File: config.mk
export PLATFORM = sky130hd
export DESIGN_NAME = store_merge_buffer
export DESIGN_NICKNAME = d
export VERILOG_FILES = /design/src/rtl/sb_pkg.sv /design/src/rtl/sb_slot.sv /design/src/rtl/sb_drain_arb.sv /design/src/rtl/sb_flush_ctrl.sv /design/src/rtl/store_merge_buffer.sv
export SDC_FILE = /design/constraint.sdc
export NUM_CORES = 2
export LEC_CHECK = 0
export BUFFER_PORTS_ARGS = -buffer_cell sky130_fd_sc_hd__buf_4
export CAP_MARGIN = 20
export CORE_MARGIN = 1.5
export CORE_UTILIZATION = 34
export CTS_CLUSTER_SIZE = 10
export DETAILED_ROUTE_END_ITERATION = 8
export PLACE_DENSITY = 0.52
export SLEW_MARGIN = 20
export SYNTH_ARGS = -nofsm -noshare
export SYNTH_HDL_FRONTEND = slang
export SYNTH_HIERARCHICAL = 1
export SYNTH_SLANG_ARGS = --single-unit
File: constraint.sdc
create_clock -name clk -period 8.2 [get_ports clk]
set_input_delay 0.82 -clock clk [delete_from_list [all_inputs] [get_ports clk]]
set_output_delay 0.82 -clock clk [all_outputs]
set_load 0.01 [all_outputs]
File: src/rtl/sb_pkg.sv
package sb_pkg;

    typedef enum logic [0:0] {
        D_IDLE,
        D_SEND
    } drain_state_e;

    typedef enum logic [1:0] {
        FL_IDLE,
        FL_DRAIN,
        FL_SYNC
    } flush_state_e;

endpackage

File: src/rtl/sb_slot.sv
module sb_slot #(
    parameter int ADDR_W     = 32,
    parameter int LINE_BYTES = 32,
    parameter int WORD_BYTES = 4,
    parameter int AGE_LIMIT  = 256,
    localparam int LINE_W = LINE_BYTES * 8,
    localparam int WORD_W = WORD_BYTES * 8,
    localparam int WORDS  = LINE_BYTES / WORD_BYTES,
    localparam int OFF_W  = $clog2(LINE_BYTES),
    localparam int WIDX_W = $clog2(WORDS),
    localparam int TAG_W  = ADDR_W - OFF_W,
    localparam int AGE_W  = $clog2(AGE_LIMIT)
) (
    input  logic                  clk,
    input  logic                  rst_n,
    input  logic                  wr_en,
    input  logic                  wr_alloc,
    input  logic [TAG_W-1:0]      wr_tag,
    input  logic [WIDX_W-1:0]     wr_widx,
    input  logic [WORD_W-1:0]     wr_data,
    input  logic [WORD_BYTES-1:0] wr_strb,
    input  logic                  wr_dev,
    input  logic                  release_i,
    output logic                  valid_o,
    output logic [TAG_W-1:0]      tag_o,
    output logic [LINE_W-1:0]     data_o,
    output logic [LINE_BYTES-1:0] mask_o,
    output logic [AGE_W-1:0]      age_o,
    output logic                  dev_o,
    output logic                  full_o,
    output logic                  timeout_o
);

    localparam logic [AGE_W-1:0] AGE_MAX = AGE_W'(AGE_LIMIT - 1);

    logic [LINE_BYTES-1:0] new_mask;
    logic [LINE_W-1:0]     wr_line;

    assign new_mask = {{(LINE_BYTES-WORD_BYTES){1'b0}}, wr_strb} << (wr_widx * WORD_BYTES);
    assign wr_line  = {WORDS{wr_data}};

    always_ff @(posedge clk or negedge rst_n) begin
        if (!rst_n) begin
            valid_o <= 1'b0;
            tag_o   <= '0;
            mask_o  <= '0;
            age_o   <= '0;
            dev_o   <= 1'b0;
        end else if (release_i) begin
            valid_o <= 1'b0;
            mask_o  <= '0;
            age_o   <= '0;
            dev_o   <= 1'b0;
        end else if (wr_en) begin
            valid_o <= 1'b1;
            age_o   <= '0;
            if (wr_alloc) begin
                tag_o  <= wr_tag;
                mask_o <= new_mask;
                dev_o  <= wr_dev;
            end else begin
                mask_o <= mask_o | new_mask;
                dev_o  <= dev_o | wr_dev;
            end
        end else if (valid_o && (age_o != AGE_MAX)) begin
            age_o <= age_o + 1'b1;
        end
    end

    always_ff @(posedge clk) begin
        if (wr_en) begin
            for (int b = 0; b < LINE_BYTES; b++) begin
                if (new_mask[b]) data_o[b*8 +: 8] <= wr_line[b*8 +: 8];
            end
        end
    end

    assign full_o    = &mask_o;
    assign timeout_o = valid_o && (age_o == AGE_MAX);

endmodule

File: src/rtl/sb_drain_arb.sv
module sb_drain_arb
    import sb_pkg::*;
#(
    parameter int NSLOTS = 3,
    parameter int AGE_W  = 8,
    localparam int SEL_W = (NSLOTS > 1) ? $clog2(NSLOTS) : 1
) (
    input  logic                    clk,
    input  logic                    rst_n,
    input  logic [NSLOTS-1:0]       drain_req,
    input  logic [NSLOTS*AGE_W-1:0] ages,
    input  logic                    mem_ready,
    output logic                    mem_valid,
    output logic [SEL_W-1:0]        sel_o,
    output logic [NSLOTS-1:0]       release_o
);

    drain_state_e st, nxt;
    logic             found;
    logic [SEL_W-1:0] pick;
    logic [AGE_W-1:0] pick_age;

    // oldest requester first, lowest index on equal age
    always_comb begin
        found    = 1'b0;
        pick     = '0;
        pick_age = '0;
        for (int i = 0; i < NSLOTS; i++) begin
            if (drain_req[i] && (!found || (ages[i*AGE_W +: AGE_W] > pick_age))) begin
                found    = 1'b1;
                pick     = SEL_W'(i);
                pick_age = ages[i*AGE_W +: AGE_W];
            end
        end
    end

    always_comb begin
        nxt = st;
        unique case (st)
            D_IDLE: if (found)     nxt = D_SEND;
            D_SEND: if (mem_ready) nxt = D_IDLE;
            default:               nxt = D_IDLE;
        endcase
    end

    always_ff @(posedge clk or negedge rst_n) begin
        if (!rst_n) st <= D_IDLE;
        else        st <= nxt;
    end

    always_ff @(posedge clk or negedge rst_n) begin
        if (!rst_n)                     sel_o <= '0;
        else if (st == D_IDLE && found) sel_o <= pick;
    end

    always_comb begin
        mem_valid = 1'b0;
        release_o = '0;
        unique case (st)
            D_IDLE: ;
            D_SEND: begin
                mem_valid = 1'b1;
                if (mem_ready) release_o = NSLOTS'(1) << sel_o;
            end
            default: ;
        endcase
    end

endmodule

File: src/rtl/sb_flush_ctrl.sv
module sb_flush_ctrl
    import sb_pkg::*;
(
    input  logic clk,
    input  logic rst_n,
    input  logic cfg_hit,
    input  logic sync_hit,
    input  logic any_valid,
    output logic flush_o,
    output logic busy_o
);

    flush_state_e st, nxt;

    always_comb begin
        nxt = st;
        unique case (st)
            FL_IDLE: begin
                if (sync_hit)     nxt = FL_SYNC;
                else if (cfg_hit) nxt = FL_DRAIN;
            end
            FL_DRAIN: begin
                if (sync_hit)                   nxt = FL_SYNC;
                else if (!any_valid && !cfg_hit) nxt = FL_IDLE;
            end
            FL_SYNC: begin
                if (!any_valid && !sync_hit) nxt = FL_IDLE;
            end
            default: nxt = FL_IDLE;
        endcase
    end

    always_ff @(posedge clk or negedge rst_n) begin
        if (!rst_n) st <= FL_IDLE;
        else        st <= nxt;
    end

    always_comb begin
        flush_o = 1'b0;
        busy_o  = 1'b0;
        unique case (st)
            FL_IDLE:  ;
            FL_DRAIN: flush_o = 1'b1;
            FL_SYNC: begin
                flush_o = 1'b1;
                busy_o  = 1'b1;
            end
            default: ;
        endcase
    end

endmodule

File: src/rtl/store_merge_buffer.sv
module store_merge_buffer #(
    parameter int ADDR_W     = 32,
    parameter int WORD_BYTES = 4,
    parameter int LINE_BYTES = 32,
    parameter int NSLOTS     = 3,
    parameter int AGE_LIMIT  = 256,
    parameter int CFG_OFF_W  = 12,
    parameter logic [CFG_OFF_W-1:0] SYNC_OFF = 'h730,
    localparam int WORD_W = WORD_BYTES * 8,
    localparam int LINE_W = LINE_BYTES * 8
) (
    input  logic                  clk,
    input  logic                  rst_n,
    input  logic                  req_valid,
    output logic                  req_ready,
    input  logic                  req_write,
    input  logic [ADDR_W-1:0]     req_addr,
    input  logic [WORD_W-1:0]     req_wdata,
    input  logic [WORD_BYTES-1:0] req_wstrb,
    input  logic                  req_device,
    input  logic                  req_strong,
    input  logic                  req_locked,
    input  logic                  req_cfg,
    output logic [WORD_W-1:0]     cfg_rdata,
    output logic                  mem_valid,
    input  logic                  mem_ready,
    output logic [ADDR_W-1:0]     mem_addr,
    output logic [LINE_W-1:0]     mem_data,
    output logic [LINE_BYTES-1:0] mem_strb
);

    localparam int OFF_W  = $clog2(LINE_BYTES);
    localparam int BOFF_W = $clog2(WORD_BYTES);
    localparam int WIDX_W = OFF_W - BOFF_W;
    localparam int TAG_W  = ADDR_W - OFF_W;
    localparam int AGE_W  = $clog2(AGE_LIMIT);
    localparam int SEL_W  = (NSLOTS > 1) ? $clog2(NSLOTS) : 1;

    logic [NSLOTS-1:0]       slot_valid, slot_full, slot_dev, slot_tmo;
    logic [NSLOTS-1:0]       wr_en, release_v, drain_req, hit, read_haz;
    logic [TAG_W-1:0]        slot_tag  [NSLOTS];
    logic [LINE_W-1:0]       slot_data [NSLOTS];
    logic [LINE_BYTES-1:0]   slot_mask [NSLOTS];
    logic [NSLOTS*AGE_W-1:0] age_flat;

    logic [TAG_W-1:0]  req_tag;
    logic [WIDX_W-1:0] req_widx;
    logic              hit_any, free_any, any_valid, all_valid;
    logic [SEL_W-1:0]  hit_idx, free_idx, lru_idx, sel;
    logic [AGE_W-1:0]  lru_age;
    logic              is_mem, ordered, sync_sel, wr_go;
    logic              cfg_hit, sync_hit, flush_cfg, sync_busy, flush_all;
    logic              sig_unused;

    assign req_tag    = req_addr[ADDR_W-1:OFF_W];
    assign req_widx   = req_addr[OFF_W-1:BOFF_W];
    assign sig_unused = ^req_addr[BOFF_W-1:0];

    assign any_valid = |slot_valid;
    assign all_valid = &slot_valid;
    assign hit_any   = |hit;
    assign free_any  = ~all_valid;

    assign is_mem   = req_valid && !req_cfg && !req_strong && !req_locked;
    assign ordered  = req_valid && !req_cfg && (req_strong || req_locked);
    assign sync_sel = (req_addr[CFG_OFF_W-1:0] == SYNC_OFF);
    assign cfg_hit  = req_valid && req_cfg && !(req_write && sync_sel);
    assign sync_hit = req_valid && req_cfg && req_write && sync_sel;

    always_comb begin
        hit_idx  = '0;
        free_idx = '0;
        for (int i = NSLOTS - 1; i >= 0; i--) begin
            hit[i] = slot_valid[i] && (slot_tag[i] == req_tag);
            if (hit[i])         hit_idx  = SEL_W'(i);
            if (!slot_valid[i]) free_idx = SEL_W'(i);
        end
    end

    always_comb begin
        lru_idx = '0;
        lru_age = '0;
        for (int i = 0; i < NSLOTS; i++) begin
            if (age_flat[i*AGE_W +: AGE_W] > lru_age) begin
                lru_idx = SEL_W'(i);
                lru_age = age_flat[i*AGE_W +: AGE_W];
            end
        end
    end

    always_comb begin
        req_ready = 1'b0;
        if (req_cfg)                       req_ready = 1'b1;
        else if (req_strong || req_locked) req_ready = !any_valid;
        else if (!req_write)               req_ready = !hit_any;
        else if (hit_any)                  req_ready = !(mem_valid && (sel == hit_idx));
        else                               req_ready = free_any;
    end

    assign wr_go     = is_mem && req_write && req_ready;
    assign flush_all = flush_cfg || ordered;

    genvar g;
    generate
        for (g = 0; g < NSLOTS; g++) begin : g_slot
            assign wr_en[g]     = wr_go && (hit_any ? (hit_idx == SEL_W'(g)) : (free_idx == SEL_W'(g)));
            assign read_haz[g]  = is_mem && !req_write && hit[g];
            assign drain_req[g] = slot_valid[g] && (slot_dev[g] || slot_full[g] || slot_tmo[g] ||
                                  read_haz[g] || flush_all || (all_valid && (lru_idx == SEL_W'(g))));

            sb_slot #(
                .ADDR_W     (ADDR_W),
                .LINE_BYTES (LINE_BYTES),
                .WORD_BYTES (WORD_BYTES),
                .AGE_LIMIT  (AGE_LIMIT)
            ) u_slot (
                .clk       (clk),
                .rst_n     (rst_n),
                .wr_en     (wr_en[g]),
                .wr_alloc  (!hit_any),
                .wr_tag    (req_tag),
                .wr_widx   (req_widx),
                .wr_data   (req_wdata),
                .wr_strb   (req_wstrb),
                .wr_dev    (req_device),
                .release_i (release_v[g]),
                .valid_o   (slot_valid[g]),
                .tag_o     (slot_tag[g]),
                .data_o    (slot_data[g]),
                .mask_o    (slot_mask[g]),
                .age_o     (age_flat[g*AGE_W +: AGE_W]),
                .dev_o     (slot_dev[g]),
                .full_o    (slot_full[g]),
                .timeout_o (slot_tmo[g])
            );
        end
    endgenerate

    sb_drain_arb #(
        .NSLOTS (NSLOTS),
        .AGE_W  (AGE_W)
    ) u_arb (
        .clk       (clk),
        .rst_n     (rst_n),
        .drain_req (drain_req),
        .ages      (age_flat),
        .mem_ready (mem_ready),
        .mem_valid (mem_valid),
        .sel_o     (sel),
        .release_o (release_v)
    );

    sb_flush_ctrl u_flush (
        .clk       (clk),
        .rst_n     (rst_n),
        .cfg_hit   (cfg_hit),
        .sync_hit  (sync_hit),
        .any_valid (any_valid),
        .flush_o   (flush_cfg),
        .busy_o    (sync_busy)
    );

    assign mem_addr  = {slot_tag[sel], {OFF_W{1'b0}}};
    assign mem_data  = slot_data[sel];
    assign mem_strb  = slot_mask[sel];
    assign cfg_rdata = (req_cfg && sync_sel) ? {{(WORD_W-1){1'b0}}, sync_busy} : '0;

endmodule

==> flow_summary.ini <==
[run_status]
status = complete, no violations

[synthesis]
synthArstFlopShare = 0.216
synth-main-ff-cell = edfxtp_1
ys_seq_elements = 980
synthCells = 2996
yosysSeqAreaShare = 0.685
avgSynthCellArea_um2 = 13.8
syn_area_um2 = 41400
yosysWarnings = 6
ys_types = 66
synth_edf_count = 768

[placed_design]
dp_hpwl_um = 78900
place_congestion = 0.795
place_inst = 4887
port_buffers = 394

[route]
ant_nets = 0
drc = 0
detail_route.wl_per_cell_um = 24.3
first_pass_iters = 5
detail_route.vias_per_cell = 5.09
drtIter0Drc = 1808
num_vias = 25800
drt_wl_total_um = 123000

[min_path]
holdCritPathClass = input port to async pin

[cells_and_area]
syn_to_final_growth_pct = 19.1
fin_util = 0.410
diodes = 0
final_cells = 5059
layout_commonest_cell = edfxtp_1
final_cell_mix = 768 x edfxtp_1, 430 x nand2_1, 428 x buf_4
drive_gt1_frac = 0.200
nNetsFinal = 3506

[power_and_ir_drop]
p_per_area_nw_per_um2 = 303
pwr-share-comb = 0.294
p_seq_frac = 0.395
swShare = 0.322
p_int_mw = 10.2
p_clk_frac = 0.312
p_switching_mw = 4.81
power_mw = 15.0
p_leak_nw = 17.1
ir_drop_v = 0.000175

[clocking]
clk_pin_slew_ns = 0.06
post_cts_buffers = 0
ctsResizeCount = 0
root_buffer = clkbuf_16
cts_tree = built
cts_hold_buf = 0
cts.sinks = 980
htree_num_levels = 3
numCtsBuffers = 114
clk_latency_ns = 0.71
cts_buffer_depth = 3

[critical_path]
cp_data_arrival_time_ns = 7.56
slowest_stage = o41ai_4
criticalPathCategory = register to register
rr_startpoint = g_slot[0].u_slot/age_o[1]$_DFFE_PN0P_
end_kind = register
crit_start = g_slot[0].u_slot/age_o[1]$_DFFE_PN0P_
cp_common_cell = o21a_1
required_ns = 8.80
path_max_fanout = 12
slowest_delay_ns = 0.66
critical_path.startpoint_type = register

[timing]
fin_worst_skew_ns = 0.0442
max_freq_mhz = 144
hold_viol = 0
maxSlewHeadroom = 0.278
rsz0062_at_grt = false
finalSetupViolCount = 0
min_period_ns = 6.96
tightestPinTransition_ns = 1.08
drv_slew = 0
fin_crit_sh = 0.849
fin_tns_setup_ns = 0

[floorplan]
pin_count = 431
die_y_um = 352
initial_core_util = 0.344
row_count = 127
core_area_um2 = 120000
die_w_um = 352
dieArea_um2 = 124000

[run]
maxCapViolCount = 0

[grt]
first_global_vias = 25700
grt_use_total = 0.194
grt_start_max_net_pins = 181
antenna_found_initial = 5
grt.overflow.total = 0
grt_pass1_wl_um = 179000
==> registers in the layout, summed over array words and instances (netlist names) <==
signal                 cells
g_slot.u_slot/age_o       24
g_slot.u_slot/data_o     768
g_slot.u_slot/dev_o        3
g_slot.u_slot/mask_o      96
g_slot.u_slot/tag_o       81
g_slot.u_slot/valid_o      3
u_arb/sel_o                2
u_arb/st                   1
u_flush/st                 2
==> area by class of cell <==
type	count	area, um2
Sequential cell	980	28400
Clock inverter	16	215
Fill cell	11200	71100
Timing Repair Buffer	433	3290
Tap cell	1612	2020
Clock buffer	156	3130
Multi-Input combinational cell	1837	12200
Inverter	25	93.8
==> power by group through the flow <==
| stage | combinational (mW) | clock (mW) | sequential, mW |
|---|---|---|---|
| 2_1_floorplan | 2.49 | 0 | 5.82 |
| 3_3_place_gp | 4.45 | 0 | 6.00 |
| 3_5_place_dp | 4.47 | 0 | 6.00 |
| 4_1_cts | 4.48 | 4.77 | 5.90 |
| 5_1_grt | 4.73 | 4.97 | 5.94 |
| 6_report | 4.39 | 4.67 | 5.91 |
==> stage by stage <==
step	cell area (um2)	hold slack (ns)	setup WS, ns
final	49300	0.173	1.24
after global routing	49300	0.235	0.604
after CTS	49300	0.196	1.26
after detailed placement	46000	0.498	1.30
after global placement	46000	0.491	1.15
after floorplan	41600	0.470	1.96
==> cell families after synthesis <==
family,share of synthesized area
buffers and inverters,0.0246
multiplexers,0.108
flip-flops,0.685
AND/OR/NAND/NOR,0.0829
other,0.0000905
XOR/XNOR,0.0171
adder cells (fa/ha/maj),0.0115
AO/OA/AOI/OAI,0.0709
==> synthesized netlist by cell type, drive strengths merged, types with 2 or more instances <==
library cell / n / area share
a22oi: 5 / 0.00091
nand2: 430 / 0.039
nor2: 143 / 0.013
xnor2: 66 / 0.014
a22o: 49 / 0.010
o21ai: 370 / 0.045
nand4: 53 / 0.0084
nor3b: 3 / 0.00054
a211oi: 8 / 0.0014
a21boi: 6 / 0.0011
and3b: 3 / 0.00063
or4: 15 / 0.0028
a31oi: 10 / 0.0015
and3: 5 / 0.00079
and4: 6 / 0.0013
o211ai: 3 / 0.00054
or3b: 3 / 0.00063
dfrtp: 212 / 0.13
nor2b: 11 / 0.0019
nand3: 32 / 0.0039
a21oi: 26 / 0.0032
o21a: 9 / 0.0016
inv: 25 / 0.0023
or3: 8 / 0.0012
nor3: 6 / 0.00072
nor4b: 4 / 0.00085
a41oi: 3 / 0.00063
mux2i: 324 / 0.078
or2: 6 / 0.00091
nor4: 18 / 0.0042
o21bai: 2 / 0.00063
buf: 83 / 0.013
o31ai: 4 / 0.00072
xor2: 15 / 0.0032
nand2b: 8 / 0.0012
edfxtp: 768 / 0.56
mux2: 90 / 0.030
clkbuf: 106 / 0.0096
o41ai: 4 / 0.0013
a21o: 6 / 0.0011
ha: 38 / 0.011
==> layer usage <==
layer | global-route usage | wire length, um | vias to the layer above | share of wire
met2 | 0.316 | 58700 | 673 | 0.48
met3 | 0.0358 | 6200 | 174 | 0.050
li1 | - | - | 11800 | -
met4 | 0.0526 | 3110 | 2 | 0.025
met1 | 0.264 | 54800 | 13100 | 0.45
met5 | 0 | 9 | - | 0.000073
==> worst max-delay path: cells and delay by family, from the launching register on <==
kind | cells | cell delay, ns
AOI/OAI and AO/OA | 18 | 3.44
muxes | 1 | 0.41
and+or+nand+nor | 7 | 0.76
buffers and inverters | 3 | 0.63
DFF | 1 | 0.45
adders and majority gates | 4 | 1.18
==> worst paths after layout <==
kind / end / slack, ns / cells past startpoint
min: g_slot[1].u_slot/mask_o[3]$_DFFE_PN0P_ / 0.17 / 1
min in group clk: u_arb/st$_DFF_PN0_ / 0.35 / 2
max in group asynchronous: g_slot[2].u_slot/tag_o[25]$_DFFE_PN0P_ / 6.60 / 2
min reg2reg: g_slot[0].u_slot/mask_o[10]$_DFFE_PN0P_ / 0.51 / 2
max: u_arb/sel_o[0]$_DFFE_PN0P_ / 1.24 / 33
max reg2reg: u_arb/sel_o[0]$_DFFE_PN0P_ / 1.24 / 33
Power figures use the tool's default switching activity.
